[config.mk]
export PLATFORM = sky130hd
export DESIGN_NAME = vid_attr_pipe
export DESIGN_NICKNAME = d
export VERILOG_FILES = /design/src/rtl/vattr_pkg.sv /design/src/rtl/vattr_rst_sync.sv /design/src/rtl/vattr_capture.sv /design/src/rtl/vattr_ul_gate.sv /design/src/rtl/vattr_out_reg.sv /design/src/rtl/vid_attr_pipe.sv
export SDC_FILE = /design/constraint.sdc
export NUM_CORES = 1
export LEC_CHECK = 0
export ABC_AREA = 1
export BUFFER_PORTS_ARGS = -buffer_cell sky130_fd_sc_hd__buf_4
export CORE_AREA = 2 2 39 41
export DETAILED_ROUTE_END_ITERATION = 16
export DIE_AREA = 0 0 41 43
export GPL_ROUTABILITY_DRIVEN = 0
export PLACE_DENSITY_LB_ADDON = 0.15
export SLEW_MARGIN = 20
export SYNTH_ARGS = -nofsm -noshare
export SYNTH_HDL_FRONTEND = slang
export SYNTH_SLANG_ARGS = --single-unit
[constraint.sdc]
create_clock -name clk -period 0.8 [get_ports clk]
set_input_delay 0.16 -clock clk [delete_from_list [all_inputs] [get_ports clk]]
set_output_delay 0.16 -clock clk [all_outputs]
set_load 0.01 [all_outputs]
[src/rtl/vattr_pkg.sv]
package vattr_pkg;

  typedef struct packed {
    logic ul;
    logic rev;
    logic bold;
    logic blink;
  } attr_t;

  localparam int ATTR_W = $bits(attr_t);

endpackage

[src/rtl/vattr_rst_sync.sv]
module vattr_rst_sync #(
  parameter int STAGES = 2
) (
  input  logic clk,
  input  logic rst_n,
  output logic rst_sync_n
);

  logic [STAGES-1:0] sync_r;

  always_ff @(posedge clk or negedge rst_n) begin
    if (!rst_n) sync_r <= '0;
    else        sync_r <= {sync_r[STAGES-2:0], 1'b1};
  end

  assign rst_sync_n = sync_r[STAGES-1];

endmodule

[src/rtl/vattr_capture.sv]
module vattr_capture
  import vattr_pkg::*;
(
  input  logic  clk,
  input  logic  rst_n,
  input  logic  load_i,
  input  attr_t attr_i,
  input  logic  blank_i,
  input  logic  line_act_i,
  output attr_t attr_o
);

  logic  clr;
  logic  en;
  attr_t q_d;
  attr_t q_r;

  // Clearing takes priority over loading.
  always_comb begin
    clr = blank_i & ~line_act_i;
    en  = clr | load_i;
    q_d = q_r;
    if (clr)         q_d = '0;
    else if (load_i) q_d = attr_i;
  end

  always_ff @(posedge clk or negedge rst_n) begin
    if (!rst_n)  q_r <= '0;
    else if (en) q_r <= q_d;
  end

  assign attr_o = q_r;

  assert_clear_R3: assert property (@(posedge clk) disable iff (!rst_n)
    (blank_i && !line_act_i) |=> (attr_o == '0));

  assert_load_R2: assert property (@(posedge clk) disable iff (!rst_n)
    (load_i && !(blank_i && !line_act_i)) |=> (attr_o == $past(attr_i)));

  assert_hold_R2: assert property (@(posedge clk) disable iff (!rst_n)
    (!load_i && !(blank_i && !line_act_i)) |=> $stable(attr_o));

  assert_no_clear_active_R4: assert property (@(posedge clk) disable iff (!rst_n)
    (blank_i && line_act_i && !load_i) |=> $stable(attr_o));

endmodule

[src/rtl/vattr_ul_gate.sv]
module vattr_ul_gate #(
  parameter int SCAN_W   = 4,
  parameter int UL_FIRST = 8,
  parameter int UL_LAST  = 9
) (
  input  logic              ul_flag_i,
  input  logic [SCAN_W-1:0] scan_i,
  output logic              ul_o
);

  localparam logic [SCAN_W-1:0] FIRST_L = SCAN_W'(UL_FIRST);
  localparam logic [SCAN_W-1:0] LAST_L  = SCAN_W'(UL_LAST);

  logic in_win;

  generate
    if (UL_FIRST == UL_LAST) begin : g_single
      assign in_win = (scan_i == FIRST_L);
    end else begin : g_range
      assign in_win = (scan_i >= FIRST_L) && (scan_i <= LAST_L);
    end
  endgenerate

  assign ul_o = ul_flag_i & in_win;

endmodule

[src/rtl/vattr_out_reg.sv]
module vattr_out_reg
  import vattr_pkg::*;
(
  input  logic  clk,
  input  logic  rst_n,
  input  logic  stb_i,
  input  attr_t attr_i,
  input  logic  ul_gated_i,
  input  logic  field_inv_i,
  output attr_t out_o
);

  attr_t d;
  attr_t q_r;

  always_comb begin
    d       = q_r;
    if (stb_i) begin
      d.blink = attr_i.blink;
      d.bold  = attr_i.bold;
      d.rev   = attr_i.rev ^ field_inv_i;
      d.ul    = ul_gated_i;
    end
  end

  always_ff @(posedge clk or negedge rst_n) begin
    if (!rst_n)     q_r <= '0;
    else if (stb_i) q_r <= d;
  end

  assign out_o = q_r;

  assert_hold_R6: assert property (@(posedge clk) disable iff (!rst_n)
    !stb_i |=> $stable(out_o));

  assert_rev_xor_R7: assert property (@(posedge clk) disable iff (!rst_n)
    stb_i |=> (out_o.rev == ($past(attr_i.rev) ^ $past(field_inv_i))));

  assert_pass_R8: assert property (@(posedge clk) disable iff (!rst_n)
    stb_i |=> (out_o.blink == $past(attr_i.blink)) && (out_o.bold == $past(attr_i.bold)));

  assert_invert_R9: assert property (@(posedge clk) disable iff (!rst_n)
    (stb_i && field_inv_i && !attr_i.rev) |=> out_o.rev);

endmodule

[src/rtl/vid_attr_pipe.sv]
module vid_attr_pipe
  import vattr_pkg::*;
#(
  parameter int SCAN_W   = 4,
  parameter int UL_FIRST = 8,
  parameter int UL_LAST  = 9
) (
  input  logic              clk,
  input  logic              rst_n,
  input  logic              cell_load,
  input  logic [3:0]        cell_attr,
  input  logic              blank,
  input  logic              line_active,
  input  logic [SCAN_W-1:0] scan_line,
  input  logic              field_inv,
  input  logic              phase_stb,
  output logic              blink_out,
  output logic              bold_out,
  output logic              rev_out,
  output logic              ul_out
);

  logic  rst_int_n;
  attr_t stage1;
  attr_t stage2;
  logic  ul_gated;

  vattr_rst_sync #(.STAGES(2)) u_rst (
    .clk        (clk),
    .rst_n      (rst_n),
    .rst_sync_n (rst_int_n)
  );

  vattr_capture u_cap (
    .clk        (clk),
    .rst_n      (rst_int_n),
    .load_i     (cell_load),
    .attr_i     (attr_t'(cell_attr)),
    .blank_i    (blank),
    .line_act_i (line_active),
    .attr_o     (stage1)
  );

  vattr_ul_gate #(
    .SCAN_W   (SCAN_W),
    .UL_FIRST (UL_FIRST),
    .UL_LAST  (UL_LAST)
  ) u_ul (
    .ul_flag_i (stage1.ul),
    .scan_i    (scan_line),
    .ul_o      (ul_gated)
  );

  vattr_out_reg u_out (
    .clk         (clk),
    .rst_n       (rst_int_n),
    .stb_i       (phase_stb),
    .attr_i      (stage1),
    .ul_gated_i  (ul_gated),
    .field_inv_i (field_inv),
    .out_o       (stage2)
  );

  assign blink_out = stage2.blink;
  assign bold_out  = stage2.bold;
  assign rev_out   = stage2.rev;
  assign ul_out    = stage2.ul;

  assert_ul_window_R5: assert property (@(posedge clk) disable iff (!rst_int_n)
    phase_stb |=> (ul_out == ($past(stage1.ul) &&
                              ($past(scan_line) >= SCAN_W'(UL_FIRST)) &&
                              ($past(scan_line) <= SCAN_W'(UL_LAST)))));

  assert_reset_R1: assert property (@(posedge clk)
    !rst_int_n |-> !(blink_out || bold_out || rev_out || ul_out));

endmodule

==> flow_summary.ini <==
[run_status]
outcome = finished, violations left
violations = setup timing

[grt]
antenna_found_initial = 0
grt_max_degree = 9
grt-ovfl-total = 0
grt_pass1_vias = 300
grt_pass1_wl_mm = 1.13
grtUsageTotal = 0.101

[power_and_ir_drop]
power_density_nw_per_um2 = 1750
power_leakage_nw = 0.362
ir_drop_mv = 0.985

[detailed_routing]
vias = 361
wl_um = 684
wl_met3_um = 51
avgRoutedWirePerCell_um = 7.60
ant_nets = 0
drt_iter0_markers = 6
highest_layer = met4
wl_met1_um = 282
viasPerCell = 4.01
dr.pass1.iters = 3
wl_met2_um = 344
drc = 0

[worst_setup_path]
path_buf_inv = 1
max_stage_delay_ps = 390
setup.worst_path.end_class = output port
worst_ep_required_time_ps = 640
crit_fanout = 2
arrival_ps = 770
path_cells = buf_6
critPathTopFamily = flip-flops
crit_slowest_cell = dfrtp_1
start_kind = register
worstSetupPathType = reg2out

[finish]
final_cell_area_um2 = 639
area_growth_pct = 59.7
utilization = 0.462
fillCellCount = 144
diodes = 0
nets = 91
layout-drive-gt1-share = 0.351

[clock_network]
clockBufferDepth = 2
cts_tree = yes
root_buffer = clkbuf_4
clkLatencyLatePin_ps = 250
htreeDepth = 1
numCtsBuffers = 3
clk_pin_slew_worst_paths_ps = 60
cts_sinks = 10

[timing]
fin_ws_ps = -128
timing.final.crit_share = 1.16
setup_viol = 5
layout_min_cycle_time_ps = 928
hold_viol = 0
rsz0062_at_grt = true
fmaxAchievable_mhz = 1080
finClkSkew_ps = 2.19
slew_viol_final = 0

[place]
place_area_um2 = 548
numPortBuffers = 17
hpwl_um = 551
dp_slack_ps = 85.5

[synth]
synthDistinctLibCells = 8
syn_area_um2 = 400
syn_inst = 48
ys_seq_area_frac = 0.625
yosysTopAreaCell = dfrtp_1
yosys_warnings = 0
avgSynthCellArea_um2 = 8.34
ys_ff_latch = 10
yosys.area.top_type_share = 0.625
syn_nets = 63
synth_area_leaders = dfrtp_1, nand2_1, nor2_1

[floorplan]
die_w_um = 41
core-area_um2 = 1380
initial_core_util = 0.289
io_pins = 19
die_height_um = 43
fp.dieArea_um2 = 1760
rows = 14

[min_path]
hp-class = reg2async

[run]
maxCapViolations = 0
-- worst reg2reg max path, cell delays in order (launching register included) --
cell,delay (ps)
dfrtp_1,380
buf_4,140
buf_6,100
nand2_2,50
nand2_1,40
-- stage by stage --
step | cells | hold slack [ps] | power (mW) | setup TNS, ps
3_3_place_gp | 81 | -56.3 | 0.746 | 0
5_1_grt | 90 | 139 | 1.19 | -636
3_5_place_dp | 81 | -55.8 | 0.749 | 0
4_1_cts | 88 | 126 | 1.12 | -518
6_report | 90 | 127 | 1.12 | -487
2_1_floorplan | 48 | -136 | 0.649 | 0
-- Yosys cell counts (all sizes together) --
cell type / instances
nand2: 14
dfrtp: 10
nor2: 9
inv: 7
o21ai: 4
nand3: 2
clkinv: 1
conb: 1
-- cell type report --
class | instances | area, um2 | area share
tap | 16 | 20.0 | 0.0313
inverter | 8 | 30.0 | 0.0470
timing repair buffer | 23 | 194 | 0.303
sequential | 10 | 250 | 0.391
clock buffer | 3 | 22.5 | 0.0352
multi-input combinational | 30 | 123 | 0.192
-- flip-flops by register name, summed over array words and instances (netlist names) --
| register | flops |
|---|---|
| u_cap.attr_o | 4 |
| u_out.out_o | 4 |
| u_rst.sync_r | 2 |
-- per-layer routing --
layer / up-vias / GRT usage
met1: 152 / 0.107
met5: - / 0
met2: 12 / 0.144
met3: 2 / 0.0785
met4: 0 / 0.0400
li1: 195 / -
-- cells by family after synthesis --
group | count (synthesis) | synth area share
compound gates | 4 | 0.0500
buf+inv | 8 | 0.0750
flops | 10 | 0.625
other cells | 1 | 0.00937
simple gates | 25 | 0.241
-- worst paths after layout --
check	slack (ps)	depth (start not counted)	start	endpoint
worst max-delay path	-130	1	u_out.out_o[2]	rev_out
worst min-delay path	130	0	u_rst.sync_r[1]	u_cap.attr_o[3]
max in group asynchronous	440	0	u_rst.sync_r[1]	u_out.out_o[3]
min in group clk	130	3	cell_attr[3]	u_cap.attr_o[3]
worst max register to register	-10	4	u_out.out_o[1]	u_out.out_o[1]
worst min register to register	130	0	u_rst.sync_r[1]	u_cap.attr_o[3]
-- cell usage in the layout, fill, tap and decap left out --
master | synthesis | routed
clkinv_1 | 1 | 1
inv_1 | 7 | 7
buf_4 | 0 | 17
o21ai_0 | 4 | 4
nand3_1 | 2 | 2
conb_1 | 1 | 1
dlygate4sd3_1 | 0 | 1
nand2_1 | 14 | 13
nor2_1 | 9 | 9
clkbuf_4 | 0 | 3
dfrtp_1 | 10 | 10
buf_6 | 0 | 5
nand2_2 | 0 | 1
-- report_power, final --
part	internal (mW)	total (mW)	switching [mW]
Clock	0.173	0.322	0.150
Sequential	0.551	0.583	0.0320
Combinational	0.139	0.215	0.0760
Total	0.862	1.12	0.258
-- timing repair --
| item | CTS | global route |
|---|---|---|
| buffers inserted | 3 | 2 |
| hold buffers | 1 | 0 |
| endpoints found under the hold margin | 2 | 0 |
| setup endpoints to repair | 4 | 4 |
| pin swaps | 0 | 0 |
| resized for setup | 4 | 2 |
Power figures use the tool's default switching activity.
